===== src/rtl/dmae_pkg.sv =====
package dmae_pkg;
    typedef enum logic [1:0] {
        ST_IDLE   = 2'd0,
        ST_READ   = 2'd1,
        ST_WRITE  = 2'd2,
        ST_RETIRE = 2'd3
    } xfer_state_e;
endpackage


===== src/rtl/dmae_fifo.sv =====
module dmae_fifo #(
    parameter int W     = 8,
    parameter int DEPTH = 4
) (
    input  logic         clk,
    input  logic         rst_n,
    input  logic         push,
    input  logic [W-1:0] din,
    input  logic         pop,
    output logic [W-1:0] dout,
    output logic         empty,
    output logic         full
);
    localparam int PW   = (DEPTH > 1) ? $clog2(DEPTH) : 1;
    localparam int CNTW = $clog2(DEPTH + 1);

    typedef struct packed {
        logic [PW-1:0]   rp;
        logic [PW-1:0]   wp;
        logic [CNTW-1:0] cnt;
    } fifo_st_t;

    fifo_st_t s_q, s_d;
    logic [W-1:0] mem_q [DEPTH];
    logic do_push, do_pop;

    function automatic logic [PW-1:0] bump(input logic [PW-1:0] p);
        return (p == PW'(DEPTH - 1)) ? '0 : p + 1'b1;
    endfunction

    assign do_push = push && (s_q.cnt != CNTW'(DEPTH));
    assign do_pop  = pop && (s_q.cnt != '0);

    always_comb begin
        s_d = s_q;
        if (do_push) s_d.wp = bump(s_q.wp);
        if (do_pop)  s_d.rp = bump(s_q.rp);
        case ({do_push, do_pop})
            2'b10:   s_d.cnt = s_q.cnt + 1'b1;
            2'b01:   s_d.cnt = s_q.cnt - 1'b1;
            default: s_d.cnt = s_q.cnt;
        endcase
    end

    always_ff @(posedge clk) begin
        if (!rst_n) s_q <= '0;
        else        s_q <= s_d;
    end

    always_ff @(posedge clk) begin
        if (do_push) mem_q[s_q.wp] <= din;
    end

    assign dout  = mem_q[s_q.rp];
    assign empty = (s_q.cnt == '0);
    assign full  = (s_q.cnt == CNTW'(DEPTH));

    // a push into a full queue with no pop leaves the occupancy unchanged
    a_r11_no_overflow: assert property (@(posedge clk) disable iff (!rst_n)
        push && full && !pop |=> $stable(s_q.cnt));
    // occupancy never exceeds the depth
    a_r11_bounded: assert property (@(posedge clk) disable iff (!rst_n)
        s_q.cnt <= CNTW'(DEPTH));
endmodule


===== src/rtl/dmae_coalesce.sv =====
module dmae_coalesce #(
    parameter int CW          = 4,
    parameter int TIMEOUT_CYC = 64
) (
    input  logic          clk,
    input  logic          rst_n,
    input  logic          done_i,
    input  logic [CW-1:0] thresh_i,
    input  logic          clear_i,
    output logic          irq_o
);
    localparam int TW = $clog2(TIMEOUT_CYC + 1);

    typedef struct packed {
        logic [CW-1:0] cnt;
        logic [TW-1:0] tmr;
        logic          irq;
    } co_st_t;

    co_st_t s_q, s_d;
    logic [CW-1:0] base;
    logic counting, to_hit, th_hit;

    always_comb begin
        s_d      = s_q;
        base     = clear_i ? '0 : s_q.cnt;
        s_d.cnt  = (done_i && (base != '1)) ? base + 1'b1 : base;
        counting = (s_q.cnt != '0) && !s_q.irq && !clear_i;
        s_d.tmr  = counting ? s_q.tmr + 1'b1 : '0;
        to_hit   = counting && (s_q.tmr == TW'(TIMEOUT_CYC - 1));
        th_hit   = (thresh_i != '0) && (s_d.cnt >= thresh_i);
        s_d.irq  = (s_q.irq && !clear_i) || th_hit || to_hit;
    end

    always_ff @(posedge clk) begin
        if (!rst_n) s_q <= '0;
        else        s_q <= s_d;
    end

    assign irq_o = s_q.irq;

    // a clear without a simultaneous completion leaves the interrupt low
    a_r9_clear_drops: assert property (@(posedge clk) disable iff (!rst_n)
        clear_i && !done_i |=> !irq_o);
    // reaching the threshold raises the interrupt on the next edge
    a_r7_threshold: assert property (@(posedge clk) disable iff (!rst_n)
        done_i && !clear_i && (thresh_i != '0) &&
        ({1'b0, s_q.cnt} + 1'b1 >= {1'b0, thresh_i}) |=> irq_o);
    // the interrupt never rises without a completion behind it
    a_r8_has_cause: assert property (@(posedge clk) disable iff (!rst_n)
        $rose(irq_o) |-> $past(done_i) || ($past(s_q.cnt) != '0));
endmodule


===== src/rtl/dmae_engine.sv =====
module dmae_engine
    import dmae_pkg::*;
#(
    parameter int AW          = 8,
    parameter int DW          = 16,
    parameter int LW          = 6,
    parameter int DEPTH       = 4,
    parameter int CW          = 4,
    parameter int TIMEOUT_CYC = 64
) (
    input  logic          clk,
    input  logic          rst_n,
    input  logic          src_push_i,
    input  logic [AW-1:0] src_addr_i,
    input  logic [LW-1:0] src_len_i,
    output logic          src_full_o,
    input  logic          dst_push_i,
    input  logic [AW-1:0] dst_addr_i,
    output logic          dst_full_o,
    input  logic          hold_i,
    output logic          pending_o,
    output logic          rd_en_o,
    output logic [AW-1:0] rd_addr_o,
    input  logic [DW-1:0] rd_data_i,
    output logic          wr_en_o,
    output logic [AW-1:0] wr_addr_o,
    output logic [DW-1:0] wr_data_o,
    output logic          retire_o,
    input  logic [CW-1:0] irq_thresh_i,
    input  logic          irq_clear_i,
    output logic          irq_o
);
    localparam int SRC_W = AW + LW;

    typedef struct packed {
        xfer_state_e   st;
        logic [LW-1:0] off;
    } eng_st_t;

    eng_st_t s_q, s_d;
    logic [SRC_W-1:0] src_head;
    logic [AW-1:0]    src_base, dst_base;
    logic [LW-1:0]    src_len;
    logic             src_empty, dst_empty, pop_pair;

    dmae_fifo #(.W(SRC_W), .DEPTH(DEPTH)) u_src_q (
        .clk(clk), .rst_n(rst_n), .push(src_push_i), .din({src_addr_i, src_len_i}),
        .pop(pop_pair), .dout(src_head), .empty(src_empty), .full(src_full_o));

    dmae_fifo #(.W(AW), .DEPTH(DEPTH)) u_dst_q (
        .clk(clk), .rst_n(rst_n), .push(dst_push_i), .din(dst_addr_i),
        .pop(pop_pair), .dout(dst_base), .empty(dst_empty), .full(dst_full_o));

    assign src_base = src_head[SRC_W-1:LW];
    assign src_len  = src_head[LW-1:0];

    always_comb begin
        s_d      = s_q;
        rd_en_o  = 1'b0;
        wr_en_o  = 1'b0;
        pop_pair = 1'b0;
        case (s_q.st)
            ST_IDLE: begin
                if (!src_empty && !dst_empty && !hold_i) begin
                    s_d.off = '0;
                    s_d.st  = (src_len == '0) ? ST_RETIRE : ST_READ;
                end
            end
            ST_READ: begin
                if (!hold_i) begin
                    rd_en_o = 1'b1;
                    s_d.st  = ST_WRITE;
                end
            end
            ST_WRITE: begin
                wr_en_o = 1'b1;
                if (s_q.off == src_len - 1'b1) begin
                    s_d.st = ST_RETIRE;
                end else begin
                    s_d.off = s_q.off + 1'b1;
                    s_d.st  = ST_READ;
                end
            end
            default: begin
                pop_pair = 1'b1;
                s_d.off  = '0;
                s_d.st   = ST_IDLE;
            end
        endcase
    end

    always_ff @(posedge clk) begin
        if (!rst_n) s_q <= '{st: ST_IDLE, off: '0};
        else        s_q <= s_d;
    end

    assign rd_addr_o = src_base + AW'(s_q.off);
    assign wr_addr_o = dst_base + AW'(s_q.off);
    assign wr_data_o = rd_data_i;
    assign retire_o  = pop_pair;
    assign pending_o = !src_empty;

    dmae_coalesce #(.CW(CW), .TIMEOUT_CYC(TIMEOUT_CYC)) u_coalesce (
        .clk(clk), .rst_n(rst_n), .done_i(pop_pair), .thresh_i(irq_thresh_i),
        .clear_i(irq_clear_i), .irq_o(irq_o));

    // every read is followed by a write of its data in the next cycle
    a_r2_read_then_write: assert property (@(posedge clk) disable iff (!rst_n)
        rd_en_o |=> wr_en_o);
    // no write without a read in the cycle before
    a_r2_write_needs_read: assert property (@(posedge clk) disable iff (!rst_n)
        wr_en_o |-> $past(rd_en_o));
    // a hold lasting two cycles silences both memory strobes
    a_r3_quiet_under_hold: assert property (@(posedge clk) disable iff (!rst_n)
        hold_i && $past(hold_i) |-> !rd_en_o && !wr_en_o);
    // reads only happen with a source and a destination entry present
    a_r1_paired_read: assert property (@(posedge clk) disable iff (!rst_n)
        rd_en_o |-> !src_empty && !dst_empty);
    // a retire always removes a pair that exists
    a_r5_retire_pair: assert property (@(posedge clk) disable iff (!rst_n)
        retire_o |-> !src_empty && !dst_empty);
endmodule


===== config.mk =====
export PLATFORM = sky130hd
export DESIGN_NAME = dmae_engine
export DESIGN_NICKNAME = d
export VERILOG_FILES = /design/src/rtl/dmae_pkg.sv /design/src/rtl/dmae_fifo.sv /design/src/rtl/dmae_coalesce.sv /design/src/rtl/dmae_engine.sv
export SDC_FILE = /design/constraint.sdc
export NUM_CORES = 1
export LEC_CHECK = 0
export BUFFER_PORTS_ARGS = -buffer_cell sky130_fd_sc_hd__buf_4
export CORE_MARGIN = 3
export CORE_UTILIZATION = 50
export DETAILED_ROUTE_END_ITERATION = 10
export HOLD_SLACK_MARGIN = 0.15
export MAX_ROUTING_LAYER = met4
export PLACE_DENSITY = 0.74
export SYNTH_ARGS = -nofsm -noshare
export SYNTH_HDL_FRONTEND = slang
export SYNTH_HIERARCHICAL = 1
export SYNTH_SLANG_ARGS = --single-unit

===== constraint.sdc =====
create_clock -name clk -period 2.6 [get_ports clk]
set_input_delay 0.39 -clock clk [delete_from_list [all_inputs] [get_ports clk]]
set_output_delay 0.39 -clock clk [all_outputs]
set_load 0.05 [all_outputs]

==> run_results.csv <==
group,metric,value,unit
run_status,status,"finished, violations left",
run_status,violations,"negative setup slack",
min_path,holdCritStartpoint,"dst_addr_i[6]",
synthesis,syn_nets,553,
placement,dpl.hpwl,8100,um
final_layout,stdcell_count,719,
cts,cts_sinks,126,
setup_path,crit_type,"flop to primary output",
die,rows,39,
cts,insertion_delay,0.41,ns
setup_path,crit_buf_inv,2,
die,dieArea,13700,um2
flow_run,drv_cap,0,
synthesis,synth.distinct_cells,60,
global_route,grt_max_degree,35,
global_route,track_usage,18.5,%
synthesis,ys.flop_type,"edfxtp_1",
setup_path,cp_max_fo,4,
synthesis,avgSynthCellArea,13.1,um2
timing,setup_viol,18,
die,coreArea,11700,um2
timing,rsz0062_at_grt,"yes",
route,via_count,3988,
cts,path_clk_slew,0.06,ns
final_layout,area_growth,31.0,%
cts,root_buffer,"clkbuf_16",
synthesis,async_flop_share,0,%
placement,gp_congestion,0.760,
global_route,grt_pass1_wl,18700,um
route,ant_nets,0,
placement,dpl.cell_count,678,
route,vias_per_cell,5.55,
cts,clockBufferDepth,2,
pwr,power.leakage,3.07,nW
setup_path,slowest_delay,0.53,ns
route,wl_per_cell,17.0,um
timing,hold_slack,0.181,ns
die,die_w,117,um
synthesis,synth_area,6140,um2
die,initial_core_util,52.5,%
route,drc,0,
min_path,min_path_type,"input pin to flop",
setup_path,worstSetupEndpointType,"primary output",
cts,cts_buffers,17,
timing,finalSetupTns,-3.94,ns
timing,finalCriticalPeriod,3.11,ns
global_route,first_global_vias,3979,
timing,max-slew-margin-rel,60.5,%
setup_path,slowest_stage,"mux4_2",
cts,ctsHoldBuffers,0,
route,drtIter0Drc,215,
route,finalWirelength,12200,um
placement,io_buffers,54,
synthesis,synth_seq_cells,126,
die,die_y,117,um
setup_path,crit_required,2.21,ns
final_layout,layout.nets,647,
timing,fin_skew,0.00517,ns
final_layout,diodes,0,
timing,clock.fmax,321,MHz
setup_path,crit_path_cell_trace,"mux4_2 -> ha_4 -> inv_2 -> fa_2 -> nor2b_4 -> o21ai_2 -> a21boi_2 -> o21a_1 -> nor2_4 -> xnor2_4 -> buf_6",
timing,drv_slew,0,
final_layout,layout-drive-gt1-share,39.8,%
global_route,antenna_found_initial,0,
synthesis,yosysSeqAreaShare,55.4,%
timing,hold_violations,0,
route,first_pass_iters,4,
global_route,grt_remaining_overflow,0,
die,io_pins,87,
setup_path,crit_arrival,2.72,ns
pwr,vdd_drop_max,441,uV
synthesis,yosys_warnings,6,
synthesis,synth_cells,469,
setup_path,crit_family,"multiplexers",
cts,tritoncts,"done",
timing,tightest_slew,0.590,ns
cts,htreeDepth,4,
pwr,p_per_area,633,nW/um2
timing,min_period_over_period,120,%
setup_path,start_kind,"flop",
synthesis,synth_edf_count,88,
timing,worst_slack,-0.511,ns
==> logic make-up after synthesis <==
kind of cell	share of synthesized area [%]
AOI/OAI and AO/OA	6.60
xor gates and xnor gates	3.56
adders and majority gates	7.82
buffers and inverters	5.42
DFF	55.4
muxes	9.37
and+or+nand+nor	11.8
==> state kept, by name (all words and copies together), names as in the netlist, named ones only <==
name	cells
u_coalesce/irq_o	1
u_src_q/s_q	7
u_dst_q/mem_q	32
u_dst_q/s_q	7
u_coalesce/s_q	11
s_q	8
u_src_q/mem_q	56
==> timing repair <==
| action | in CTS | in global routing |
|---|---|---|
| pin swaps | 13 | 17 |
| gates cloned | 0 | 1 |
| gates resized for setup | 48 | 36 |
| setup endpoints to repair | 20 | 21 |
| setup buffers | 1 | 9 |
==> area by class of cell <==
cell class	count	area, um2
clock buffer	18	429
clock inverter	14	146
fill	785	3660
inverter	38	143
multi-input combinational	280	2890
sequential	126	3410
tap	143	179
timing repair buffer	100	853
==> synthesized netlist by cell type (3+ instances only) <==
library cell  instances  share of area (%)
nor2_1               33                2.0
nand2_1              22                1.3
xor2_1                8                1.1
nor2b_1               7               0.71
mux2i_1               5               0.81
buf_4                17                2.1
o31ai_1               4               0.49
o21a_1                3               0.37
nor3_1                7               0.57
inv_1                38                2.3
mux4_2               18                6.6
ha_1                 32                6.5
fa_1                  4                1.3
buf_2                 4               0.33
nor3b_1               5               0.61
nand3_1              11               0.90
xnor2_1              17                2.4
and2b_2               4               0.57
a21oi_1              11               0.90
edfxtp_1             88                 43
dfxtp_1              38                 12
mux4_1                4                1.7
nand2b_1              3               0.31
a21boi_0              5               0.61
and2_1               14                1.4
a21o_1                5               0.61
clkbuf_1              3               0.18
o211ai_1              3               0.37
o21ai_0              14                1.1
and3_1                3               0.31
==> final timing paths <==
path                                    to  slack [ns]  depth (start not counted)
min          u_dst_q/mem_q[3][6]$_DFFE_PP_        0.18                          1
max                           rd_addr_o[6]       -0.51                         11
max reg2reg            s_q[2]$_SDFFE_PN0P_       -0.12                         12
min reg2reg   u_coalesce/s_q[1]$_SDFF_PN0_        0.44                          1
==> worst register-to-register path, cell delays in order, from the launching register on <==
cell	delay [ns]
dfxtp_4	0.37
buf_4	0.12
buf_12	0.13
mux4_2	0.53
inv_2	0.10
ha_4	0.21
xor2_2	0.16
nand3_2	0.10
nor4_4	0.28
buf_4	0.20
a21oi_4	0.09
a211o_1	0.31
nand2_1	0.05
==> routing by layer <==
layer,GRT usage (%),vias up,share of wire (%)
met4,6.96,0,1.6
met1,22.3,1964,40
met3,4.37,27,5.5
li1,-,1883,-
met5,-,-,0
met2,30.3,114,52
==> report_power, final <==
part	internal [mW]	switching, mW
combinational	0.258	0.327
clock	1.40	0.838
sequential	2.23	0.0355
total	3.90	1.20
==> placed cells by master, fill, tap and decap left out, types with 4 or more instances in the layout <==
cell        Yosys  layout
a21oi_1        11       7
nor3b_2         2       4
ha_1           32      22
buf_4          17      80
nand3_1        11       9
and2_1         14      14
clkinv_4        0       4
clkbuf_16       0      17
clkinvlp_4      0       5
nor2_4          0       5
xnor2_1        17       9
and2b_2         4       4
nor2_1         33      28
mux4_2         18      19
nor2b_1         7       5
inv_2           0       7
o21ai_2         1       4
nand2_1        22      22
xor2_1          8       7
nor3_1          7       6
a21o_1          5       5
dfxtp_1        38      36
edfxtp_1       88      88
buf_8           0       5
buf_6           1      14
mux2i_1         5       4
a21oi_2         1       4
xnor2_4         0       5
o21ai_0        14      12
inv_1          38      31
ha_4            0      10
==> per-stage QoR <==
stage / area [um2] / setup WS [ns] / power, mW / util [%]
floorplan: 6330 / -0.169 / 2.70 / -
global placement: 7010 / -0.215 / 2.80 / 59.8
detailed placement: 7010 / -0.306 / 2.82 / 59.8
CTS: 7800 / -0.520 / 5.08 / 66.6
global route: 8050 / -0.595 / 5.28 / 68.7
finish: 8050 / -0.511 / 5.10 / 68.7
Power figures use the tool's default switching activity.
